--- config.mk ---
export PLATFORM = sky130hd
export DESIGN_NAME = twelve_hour_clock
export DESIGN_NICKNAME = d
export VERILOG_FILES = /design/src/rtl/clk12_pkg.sv /design/src/rtl/tick_prescaler.sv /design/src/rtl/bcd_field_counter.sv /design/src/rtl/twelve_hour_clock.sv
export SDC_FILE = /design/constraint.sdc
export NUM_CORES = 1
export LEC_CHECK = 0
export BUFFER_PORTS_ARGS = -buffer_cell sky130_fd_sc_hd__buf_2
export CAP_MARGIN = 20
export CORE_MARGIN = 2
export CORE_UTILIZATION = 45
export CTS_CLUSTER_SIZE = 24
export DETAILED_ROUTE_END_ITERATION = 16
export PLACE_DENSITY = 0.67
export SETUP_SLACK_MARGIN = 0.5
export SLEW_MARGIN = 20
export SYNTH_ARGS = -nofsm -noshare
export SYNTH_HDL_FRONTEND = slang
export SYNTH_SLANG_ARGS = --single-unit
--- constraint.sdc ---
create_clock -name clk -period 3.6 [get_ports clk]
set_clock_uncertainty 0.15 [all_clocks]
set_input_delay 0.72 -clock clk [delete_from_list [all_inputs] [get_ports clk]]
set_output_delay 0.72 -clock clk [all_outputs]
set_load 0.1 [all_outputs]
--- src/rtl/clk12_pkg.sv ---
package clk12_pkg;

  typedef logic [7:0] bcd2_t;

  localparam int NUM_FIELDS = 3;

  // field order: 0 = seconds, 1 = minutes, 2 = hours
  localparam bcd2_t FIELD_LO  [NUM_FIELDS] = '{8'h00, 8'h00, 8'h01};
  localparam bcd2_t FIELD_HI  [NUM_FIELDS] = '{8'h59, 8'h59, 8'h12};
  localparam bcd2_t FIELD_INI [NUM_FIELDS] = '{8'h00, 8'h00, 8'h12};

  // next value of a two-digit BCD number, without range wrap
  function automatic bcd2_t bcd_step(input bcd2_t v);
    bcd2_t r;
    if (v[3:0] >= 4'd9) begin
      r[7:4] = v[7:4] + 4'd1;
      r[3:0] = 4'd0;
    end else begin
      r[7:4] = v[7:4];
      r[3:0] = v[3:0] + 4'd1;
    end
    return r;
  endfunction

  // next value within [lo, hi], wrapping hi -> lo
  function automatic bcd2_t bcd_wrap_step(input bcd2_t v, input bcd2_t lo, input bcd2_t hi);
    return (v == hi) ? lo : bcd_step(v);
  endfunction

  function automatic logic bcd_ok(input bcd2_t v);
    return (v[3:0] <= 4'd9) && (v[7:4] <= 4'd9);
  endfunction

endpackage

--- src/rtl/tick_prescaler.sv ---
module tick_prescaler #(
  parameter int PRESCALE_W = 15
) (
  input  logic                  clk,
  input  logic                  rst,
  output logic                  sec_tick,
  output logic                  first_half,
  output logic [PRESCALE_W-1:0] count
);

  localparam logic [PRESCALE_W-1:0] LAST = '1;

  always_ff @(posedge clk) begin
    if (rst) count <= '0;
    else     count <= count + 1'b1;
  end

  assign sec_tick   = (count == LAST);
  assign first_half = ~count[PRESCALE_W-1];

endmodule

--- src/rtl/bcd_field_counter.sv ---
module bcd_field_counter
  import clk12_pkg::*;
#(
  parameter bcd2_t LO  = 8'h00,
  parameter bcd2_t HI  = 8'h59,
  parameter bcd2_t INI = 8'h00
) (
  input  logic  clk,
  input  logic  rst,
  input  logic  step_en,
  output bcd2_t value,
  output logic  carry
);

  always_ff @(posedge clk) begin
    if (rst)          value <= INI;
    else if (step_en) value <= bcd_wrap_step(value, LO, HI);
  end

  assign carry = step_en && (value == HI);

endmodule

--- src/rtl/twelve_hour_clock.sv ---
module twelve_hour_clock
  import clk12_pkg::*;
#(
  parameter int PRESCALE_W = 15
) (
  input  logic       clk,
  input  logic       rst,
  output logic [7:0] hours_bcd,
  output logic [7:0] minutes_bcd,
  output logic [7:0] seconds_bcd,
  output logic       half_phase
);

  logic                  sec_tick;
  logic [PRESCALE_W-1:0] presc_count;
  logic [NUM_FIELDS:0]   step_chain;
  bcd2_t                 field_val [NUM_FIELDS];

  // named events for the checker
  logic sec_wrap, min_wrap, dial_wrap;

  tick_prescaler #(.PRESCALE_W(PRESCALE_W)) u_presc (
    .clk        (clk),
    .rst        (rst),
    .sec_tick   (sec_tick),
    .first_half (half_phase),
    .count      (presc_count)
  );

  assign step_chain[0] = sec_tick;

  for (genvar gi = 0; gi < NUM_FIELDS; gi++) begin : g_field
    bcd_field_counter #(
      .LO  (FIELD_LO[gi]),
      .HI  (FIELD_HI[gi]),
      .INI (FIELD_INI[gi])
    ) u_cnt (
      .clk     (clk),
      .rst     (rst),
      .step_en (step_chain[gi]),
      .value   (field_val[gi]),
      .carry   (step_chain[gi+1])
    );
  end

  assign sec_wrap  = step_chain[1];
  assign min_wrap  = step_chain[2];
  assign dial_wrap = step_chain[3];

  assign seconds_bcd = field_val[0];
  assign minutes_bcd = field_val[1];
  assign hours_bcd   = field_val[2];

endmodule

==> Yosys cells after proc, flatten, opt, wreduce, memory -nomap -nowiden <==
Cells that the tools add are included.
{ "word_totals": {"register_bits": 39, "latchBits": 0, "ram_bits": 0, "romBits": 0, "in_bits": 2, "memories": 0} }
{ "classes": {"add_sub_neg": 7, "multipliers": 0, "div_mod_pow": 0, "n_lt_le_gt_ge": 3, "eq_ne": 4, "shifts": 0, "muxes": 6, "bitwise_logic": 1, "n_reduce_logical": 8} }
{ "op_table": {"columns": ["operator", "count"], "rows": [
  ["$mux 8", 6],
  ["$add 4x1->4 const B", 6],
  ["$eq 8x7->1 const B", 2],
  ["$add 15x1->15 const B", 1],
  ["$eq 15x15->1 const B", 1],
  ["$ge 4x4->1 const B", 3],
  ["$eq 8x5->1 const B", 1],
  ["$reduce_and 2->1", 3],
  ["$reduce_bool 2->1", 3],
  ["$logic_and 1x1->1", 2],
  ["$not 1->1", 1]
]} }

==> Logic depth before layout (Yosys ltp) <==
Gate-level depths: netlist (run 1).
{ "logic_depth": {"depth_word": 4, "depth_mapped": 7, "depth_no_buf": 6} }

==> Modules after synthesis <==
From an unflattened synthesis (run 1), not the netlist that was laid out.
{ "hier_totals": {"hier_cells": 250, "area_unflattened_um2": 2298.5} }
{ "modules_own_cells": {"columns": ["module", "instances", "cells_each", "area_per_inst_um2", "seq_area_each_um2"], "rows": [
  ["bcd_field_counter (g_field[0].u_cnt ...)", 2, 61, 549.3, 160.2],
  ["tick_prescaler", 1, 75, 676.9, 300.3],
  ["bcd_field_counter (g_field[2].u_cnt)", 1, 53, 523.0, 160.2]
]} }

==> Worst setup path before layout (run 1) <==
No wires, ideal clock.
{ "synth_timing": {"path_type": "register -> register", "startpoint": "reg g_field[2].u_cnt.value[0]", "endpoint": "reg g_field[2].u_cnt.value[6]", "setup_ps": 84, "arrival_ps": 2506, "slack_ps": 861, "path_stages_with_launch": 7, "n_path_buf": 0, "cell_sequence": "dfxtp_1 > inv_1 > ha_1 > or3b_2 > nand2_1 > or4b_2 > o221ai_1"} }
{ "synth_between": {"elab_chain_cells": 3, "elab_cells_between_ends": 5, "classes_between": "order compare (1); eq/ne (1); mux (1); reduce/logical (2)"} }
{ "synth_lines": {"columns": ["item", "line", "text"], "rows": [
  ["start, declared", "bcd_field_counter.sv:11", "output bcd2_t value,"],
  ["start signal, assigned", "bcd_field_counter.sv:17", "else if (step_en) value <= bcd_wrap_step(value, LO, HI);"],
  ["$ge 4x4->1 or $eq 8x5->1 (tied branches)", null, null],
  ["$reduce_bool 2->1 (no line)", null, null],
  ["$reduce_and 2->1 (no line)", null, null]
]} }
Several ways; a longest one is shown, not always the timed one.
A chain may end at the register's enable or synchronous reset.

==> Worst setup path in the final report (run 1) <==
{ "layout_timing": {"startpoint": "reg u_presc.count[0]", "endpoint": "reg g_field[0].u_cnt.value[5]"} }
{ "layout_between": {"elab_chain_cells": 2} }
{ "layout_lines": {"columns": ["item", "line", "text"], "rows": [
  ["start, declared", "tick_prescaler.sv:8", "output logic [PRESCALE_W-1:0] count"],
  ["start signal, assigned", "tick_prescaler.sv:15", "else count <= count + 1'b1;"],
  ["$eq 15x15->1", "tick_prescaler.sv:18", "assign sec_tick = (count == LAST);"],
  ["$reduce_and 2->1 (no line)", null, null],
  ["end signal, assigned", "bcd_field_counter.sv:17", null],
  ["end, declared", "bcd_field_counter.sv:11", null]
]} }
No other way between the ends.

==> results.md, run 1 <==
- Routed Antenna Nets: 0
- Asr flop ratio synth: 0%
- Fillcell total: 411
- Cells along the critical path: ha_1, nand4_2, or4_4, or4_1, a21oi_1
- Synth top area cells: dfxtp_1 37%, ha_1 10%, inv_1 3.0%, nor2_1 3.0%, xor2_1 2.9%
- CP bufs+invs: 0
- Full die area: 5219 µm²
- Cts bufs inserted: 5
- # setup viols final: 0
- Cts hold-fix bufs: 0
- Largest stage delay on the critical path: 0.70 ns
- # rows: 24
- Most common flop cell mapped by yosys: dfxtp_1
- I/O pins: 27
- Clock share of power: 45.5%
- CP max stage cell: or4_4
- Post-synthesis cell area: 2096 µm²
- Core Area: 4414 µm²
- Clock Sinks: 39
- Vias in the first global route: 1646
- Internal cell power: 662.1 µW
- Endpoints failing hold: 0
- Fmax: 424.4 MHz
- HP Class: register to register
- Area Overhead vs Synth: 13.43%
- Worst hold margin: 0.3183 ns
- CP delay by family, top: simple AND/OR/NAND/NOR gates
- CTS tree: yes
- Setup Buffers After CTS: 0
- Fin crit period: 2.356 ns
- Slew @ Worst Pin: 0.6840 ns
- Total Wirelength: 4.354 mm
- Initial antenna violation count: 0
- Finished Core Util: 53.85%
- Final worst setup slack: 1.244 ns
- Largest fanout on the critical path: 28
- Post-cts sizing count: 0
- Via count: 1818
- Outcome: finished, final reports clean
- Seq pwr share: 52.8%
- Setup TNS: 0 ns
- Leakage power: 0.0008776 µW
- Setup slack at placement: 1.195 ns
- Avg Cell Area, Syn: 8.843 µm²
- Net Sw Frac: 19.95%
- Yosys warns: 0
- Max clock buf depth: 2
- EDFF count, synth: 0
- Cells after Synth: 237
- Routed WL per cell: 13.91 µm
- Register area share after synthesis: 37.25%
- Top cell type's share of synthesized area: 37.25%
- Post-layout nets: 279
- Layout cells sized above 1: 17.24%
- GRT Util Overall: 18.56%
- H-tree level count: 2
- Final period utilization: 65.46%
- Synth unique cells: 48
- NetSw: 165.0 µW
- First-pass detailed-route iteration total: 4
- Starting Density: 47.48%
- Die width: 72.25 µm
- Fin. max-slew vios: 0
- Worst-skew pair later-pin latency: 0.29 ns
- Peak VDD IR: 0.0001646 V
- Total congestion overflow: 0
- Max_slew headroom: 54.40%
- Flops & latches, synth: 39
- Max-cap violations: 0
- Clock slew at reported path FFs: 0.08 ns
- Initial drt markers: 143
- # DRC: 0
- First-pass GRT wire length: 7.700 mm
- Pwr Density: 347.9 nW/µm²
- Setup Crit Path Kind: register to register
- Combinational share of power: 1.7%
- Die H: 72.25 µm
- Final std cells w/o fill: 313
- Mapped Nets: 256
- I/O Buffers: 26
- Unrepaired setup endpoints after global routing: false
- DP HPWL: 2.917 mm
- Largest area contributor in the netlist: dfxtp_1
- Critical path required time: 3.67 ns
- Startpoint types: register
- Critical Path Sink Type: register
- Routability cong.: 0.7169
- CP Data Arrival Time: 2.43 ns
- Cells after DPL: 305
- Vias/cell: 5.808
- Inserted Diodes: 0
- Largest net degree at the start of global routing: 41
- Root buffer cell: clkbuf_8
-- synthesized netlist by cell type, types with 3 or more instances --
cell,n
a21oi_1,10
nand3_1,9
or3_1,5
nor2_1,17
nand4b_1,3
o211ai_1,3
xor2_1,7
nand4_1,7
nor3_1,5
ha_1,17
clkbuf_1,9
dfxtp_1,39
o21ai_0,11
inv_1,17
and2_1,5
o32ai_1,3
a211oi_1,4
o31ai_1,3
nor4_1,3
xnor2_1,5
and4_1,3
nand2_1,11
or4_1,6
-- path summary, 6_finish.rpt --
path | start | to | slack (ns) | depth (start not counted)
setup / recovery | u_presc.count[0] | g_field[0].u_cnt.value[5] | 1.24 | 5
hold reg to reg | u_presc.count[0] | u_presc.count[0] | 0.32 | 1
setup reg to reg | u_presc.count[0] | g_field[0].u_cnt.value[5] | 1.24 | 5
hold / removal | u_presc.count[0] | u_presc.count[0] | 0.32 | 1
-- per-stage QoR --
| step | cell area [µm²] | power [µW] |
|---|---|---|
| after detailed placement | 2255 | 460.8 |
| after floorplan | 2096 | 457.6 |
| after global placement | 2255 | 460.9 |
| final | 2377 | 827.1 |
| after CTS | 2372 | 838.5 |
| after global routing | 2377 | 860.2 |
-- cells by family (layout without fill, tap and decap cells) --
group,after synthesis,in the layout,synth area share [%]
fa+ha+maj,17,17,10.15
simple gates,91,91,25.97
compound gates,49,49,16.00
buf+inv,29,53,5.611
xor+xnor,12,12,5.015
flops,39,39,37.25
-- power by group through the flow --
| stage | sequential [µW] | clock [µW] | combinational (µW) |
|---|---|---|---|
| 2_1_floorplan | 446 | 0 | 11.3 |
| 3_3_place_gp | 447 | 0 | 14.2 |
| 3_5_place_dp | 447 | 0 | 14.1 |
| 4_1_cts | 437 | 388 | 14.3 |
| 5_1_grt | 437 | 406 | 17.0 |
| 6_report | 437 | 376 | 14.1 |
-- flip-flops by register name, summed over array words and instances, names as in the netlist --
signal / count
g_field.u_cnt.value: 24
u_presc.count: 15
-- worst register-to-register path, delay by kind of cell, from the launching register on --
| family | cells | cell delay, ns |
|---|---|---|
| DFF | 1 | 0.37 |
| AOI/OAI and AO/OA | 1 | 0.16 |
| and+or+nand+nor | 3 | 1.35 |
| adders and majority gates | 1 | 0.26 |
-- placed cells by master, fill, tap and decap left out, drive strengths merged, types with 2 or more instances in the layout --
cell type / instances
clkinv: 2
a32o: 2
buf: 27
nand4b: 3
nor2b: 2
ha: 17
clkbuf: 6
a211oi: 4
nor3b: 2
and4: 3
o211ai: 3
nand3: 9
or4b: 2
a21oi: 10
nand2: 11
and2: 5
o31ai: 3
xnor2: 5
or4: 7
or3: 5
and3: 2
a32oi: 2
nor2: 17
inv: 17
o21ai: 11
or3b: 2
o32ai: 3
a41oi: 2
nor3: 5
nor4: 3
nand4: 8
a31oi: 2
xor2: 7
o221ai: 2
dfxtp: 39
-- area by class of cell --
| cell class | instances | area [µm²] | area share (%) |
|---|---|---|---|
| Timing Repair Buffer | 27 | 137.6 | 5.789 |
| Inverter | 18 | 67.56 | 2.842 |
| Multi-Input combinational cell | 169 | 1209 | 50.84 |
| Sequential cell | 39 | 780.7 | 32.84 |
| Clock inverter | 2 | 35.03 | 1.474 |
| Clock buffer | 6 | 82.58 | 3.474 |
| Tap cell | 52 | 65.06 | 2.737 |
-- layer usage --
metal	track usage, %	share of wire (%)	up-vias
met5	0	0	-
met3	4.306	4.6	6
li1	-	-	918
met4	6.289	1.4	0
met1	25.48	49	845
met2	28.75	45	49
(Power assumes the default switching activity.)
==> run 2: changes to the inputs <==
--- a/config.mk
+++ b/config.mk
@@ -5,13 +5,14 @@
 export SDC_FILE = /design/constraint.sdc
 export NUM_CORES = 1
 export LEC_CHECK = 0
+export ABC_AREA = 1
 export BUFFER_PORTS_ARGS = -buffer_cell sky130_fd_sc_hd__buf_2
 export CAP_MARGIN = 20
 export CORE_MARGIN = 2
 export CORE_UTILIZATION = 45
 export CTS_CLUSTER_SIZE = 24
 export DETAILED_ROUTE_END_ITERATION = 16
-export PLACE_DENSITY = 0.67
+export PLACE_DENSITY = 0.69
 export SETUP_SLACK_MARGIN = 0.5
 export SLEW_MARGIN = 20
 export SYNTH_ARGS = -nofsm -noshare
==> constraint.sdc (replaced) <==
create_clock -name clk -period 2.1 [get_ports clk]
set_clock_uncertainty 0.15 [all_clocks]
set_input_delay 0.42 -clock clk [delete_from_list [all_inputs] [get_ports clk]]
set_output_delay 0.42 -clock clk [all_outputs]
set_load 0.1 [all_outputs]
==> run 2 against run 1 <==
Compared with the run above: synthesized area is 0.60% lower; sequential power increased by 69%; largest cell class unchanged; critical path depth is 5 higher; first-iteration DRC count is 31% lower; global-route usage decreased by 0.23 points; total power rose by 52%; die area fell by 0.57%; non-clock buffer count is 12 higher; clock-buffer cell count is 1 higher; via count increased by 3.6%.
==> results.md, run 2 <==
- Outcome: finished, final reports clean (unchanged)
- Clock Sinks: 39 (unchanged)
- DP HPWL: 2.847 mm (was 2.917 mm)
- Starting Density: 47.19% (was 47.48%)
- Largest register FFs: 24 (unchanged)
- I/O Buffers: 26 (unchanged)
- Avg Cell Area, Syn: 7.310 µm² (was 8.843 µm²)
- Vias in the first global route: 1816 (was 1646)
- Max clock buf depth: 2 (unchanged)
- R2R Setup Slk: 0.42 ns (was 1.24 ns)
- Critical path required time: 2.17 ns (was 3.67 ns)
- Total Wirelength: 4.289 mm (was 4.354 mm)
- Slew @ Worst Pin: 0.6112 ns (was 0.6840 ns)
- Largest fanout on the critical path: 8 (was 28)
- Full die area: 5190 µm² (was 5219 µm²)
- Worst Hold Launch: u_presc.count[0] (unchanged)
- Crit path depth: 10 (was 5)
- Largest regs: g_field.u_cnt.value x24, u_presc.count x15 (unchanged)
- Most common flop cell mapped by yosys: dfxtp_1 (unchanged)
- CP delay by family, top: simple AND/OR/NAND/NOR gates (unchanged)
- Synth unique cells: 30 (was 48)
- Core Area: 4414 µm² (unchanged)
- # DRC: 0 (unchanged)
- Mapped Nets: 304 (was 256)
- Initial antenna violation count: 0 (unchanged)
- Flops & latches, synth: 39 (unchanged)
- Fin crit period: 1.679 ns (was 2.356 ns)
- Total congestion overflow: 0 (unchanged)
- Commonest non-fill, non-tap cell in the layout: nand2_1 (was dfxtp_1)
- HP Class: register to register (unchanged)
- Via count: 1883 (was 1818)
- Cells after DPL: 363 (was 305)
- Max-cap violations: 0 (unchanged)
- Largest area contributor in the netlist: dfxtp_1 (unchanged)
- GRT Util Overall: 18.33% (was 18.56%)
- CP bufs+invs: 2 (was 0)
- CP max stage cell: dfxtp_4 (was or4_4)
- First-pass GRT wire length: 7.679 mm (was 7.700 mm)
- Cells after Synth: 285 (was 237)
- Synth cell count leaders: 61 x nand2_1, 39 x dfxtp_1, 36 x inv_1 (was 39 x dfxtp_1, 17 x ha_1, 17 x inv_1, 17 x nor2_1)
- Cts bufs inserted: 5 (unchanged)
- Most frequent CP cell: nand2_4
- Startpoint types: register (unchanged)
- # rows: 24 (unchanged)
- Register area share after synthesis: 37.48% (was 37.25%)
- Setup Crit Path Kind: register to register (unchanged)
- Critical Path Sink Type: register (unchanged)
- I/O pins: 27 (unchanged)
- Inserted Diodes: 0 (unchanged)
- Largest reg by FF count: g_field.u_cnt.value (unchanged)
- EDFF count, synth: 0 (unchanged)
- Unrepaired setup endpoints after global routing: true (was false)
- Pwr Density: 459.5 nW/µm² (was 347.9 nW/µm²)
- Fmax: 595.6 MHz (was 424.4 MHz)
- Count leader, synth: nand2_1 (was dfxtp_1)
- Routed WL per cell: 11.23 µm (was 13.91 µm)
- Largest net degree at the start of global routing: 18 (was 41)
- Cells along the critical path: ha_4, nand2_4, nor2_4, nand2_4, nor2_8, nand2_4, inv_6, buf_4, o21ai_1, nor2_1 (was ha_1, nand4_2, or4_4, or4_1, a21oi_1)
- Synth top area cells: dfxtp_1 37%, nand2_1 11%, ha_1 10%, inv_1 6.5%, nor2_1 6.3% (was dfxtp_1 37%, ha_1 10%, inv_1 3.0%, nor2_1 3.0%, xor2_1 2.9%)
- R2R depth: 10 (was 5)
- # setup viols final: 0 (unchanged)
- Setup TNS: 0 ns (unchanged)
- Post-synthesis cell area: 2083 µm² (was 2096 µm²)
- Largest stage delay on the critical path: 0.37 ns (was 0.70 ns)
- Clock slew at reported path FFs: 0.07 ns (was 0.08 ns)
- Fin. max-slew vios: 0 (unchanged)
- Root buffer cell: clkbuf_8 (unchanged)
- H-tree level count: 2 (unchanged)
- Layout cells sized above 1: 34.55% (was 17.24%)
- Area Overhead vs Synth: 31.23% (was 13.43%)
- Worst Hold Depth: 1 (unchanged)
- CTS tree: yes (unchanged)
- Worst-skew pair later-pin latency: 0.29 ns (about the same)
- Hold EP: u_presc.count[0] (unchanged)
- Die width: 72.04 µm (was 72.25 µm)
- Die H: 72.04 µm (was 72.25 µm)
- Routability cong.: 0.8092 (was 0.7169)
- Highest-count cells in the layout ignoring fill and taps: 53 x nand2_1, 34 x inv_1, 33 x buf_4 (was 39 x dfxtp_1, 26 x buf_2, 17 x inv_1, 17 x nor2_1, 17 x ha_1)
- Post-layout nets: 348 (was 279)
- Routed Antenna Nets: 0 (unchanged)
- Peak VDD IR: 0.0004051 V (was 0.0001646 V)
- Asr flop ratio synth: 0% (unchanged)
- Worst R2R Start: u_presc.count[0] (unchanged)
- Leakage power: 0.001222 µW (was 0.0008776 µW)
- Final period utilization: 79.96% (was 65.46%)
- Worst hold margin: 0.2947 ns (was 0.3183 ns)
- First-pass detailed-route iteration total: 4 (unchanged)
- Initial drt markers: 99 (was 143)
- Top cell type's share of synthesized area: 37.48% (was 37.25%)
- CP Data Arrival Time: 1.75 ns (was 2.43 ns)
- Final std cells w/o fill: 382 (was 313)
- Reg2reg end: g_field[0].u_cnt.value[5] (unchanged)
- Max_slew headroom: 59.21% (was 54.40%)
- Cts hold-fix bufs: 0 (unchanged)
- Vias/cell: 4.929 (was 5.808)
- Yosys warns: 0 (unchanged)
- Endpoints failing hold: 0 (unchanged)
[run 2: changes by cell type after synthesis, sizes merged, moves of 7 or more]
cell / delta
a21oi: +11
nand3: +9
clkbuf: -8
inv: +22
nand2: +56
or4: -7
nor2: +24
[run 2: logic make-up after synthesis]
group,count (synthesis),synth area share (%)
fa+ha+maj,17,10.21
flops,39,37.48
simple gates,144,32.85
xor+xnor,4,1.682
compound gates,40,10.33
buf+inv,41,7.447
[run 2: layer usage]
metal | vias to the layer above | routed length, µm | global-route usage (%) | part of all wire, %
met1 | 848 | 2084 | 23.95 | 49
li1 | 1005 | - | - | -
met5 | - | 0 | 0 | 0
met2 | 24 | 2021 | 29.84 | 47
met4 | 0 | 61 | 6.499 | 1.4
met3 | 6 | 122 | 4.167 | 2.8
[run 2: worst max path at each step]
stage	end	from	slack, ns
after detailed placement	g_field[1].u_cnt.value[5]	u_presc.count[0]	0.30
after global routing	g_field[0].u_cnt.value[7]	u_presc.count[0]	0.31
after floorplan	g_field[0].u_cnt.value[5]	u_presc.count[14]	0.23
after global placement	g_field[2].u_cnt.value[6]	g_field[1].u_cnt.value[1]	0.35
after CTS	g_field[2].u_cnt.value[2]	u_presc.count[1]	0.43
final	g_field[0].u_cnt.value[5]	u_presc.count[0]	0.42
[run 2: area by class of cell]
cell class | instances | area, µm²
inverter | 39 | 153.9
tap | 52 | 65.06
multi-input combinational | 205 | 1284
fill | 389 | 1680
sequential | 39 | 832.0
clock inverter | 1 | 5.005
timing repair buffer | 39 | 317.8
clock buffer | 7 | 76.32
[run 2: worst reg2reg max path, stage by stage, from the launching register on]
cell and delay (ns):
dfxtp_4 0.37, ha_4 0.14, nand2_4 0.05, nor2_4 0.12
nand2_4 0.09, nor2_8 0.23, nand2_4 0.11, inv_6 0.09
buf_4 0.10, o21ai_1 0.05, nor2_1 0.11
[run 2: power by group]
group / switching (µW) / internal [µW] / total (µW)
Combinational: 22.7 / 12.6 / 35.3
Sequential: 5.17 / 735 / 740
Clock: 248 / 233 / 481
[run 2: what timing repair did]
item                                    4_1_cts  5_1_grt
buffers inserted                              7        4
endpoints found under the setup margin       51       31
pin swaps                                    15       11
gates resized for setup                      51       21
[run 2: stage by stage]
stage	setup slack (ns)	total power, µW	utilization [%]	area (µm²)
finish	0.4209	1256	61.93	2734
global placement	0.3510	784.2	52.86	2333
global route	0.3090	1312	61.93	2734
CTS	0.4322	1270	59.75	2638
floorplan	0.2323	775.3	-	2132
detailed placement	0.2999	784.8	52.86	2333
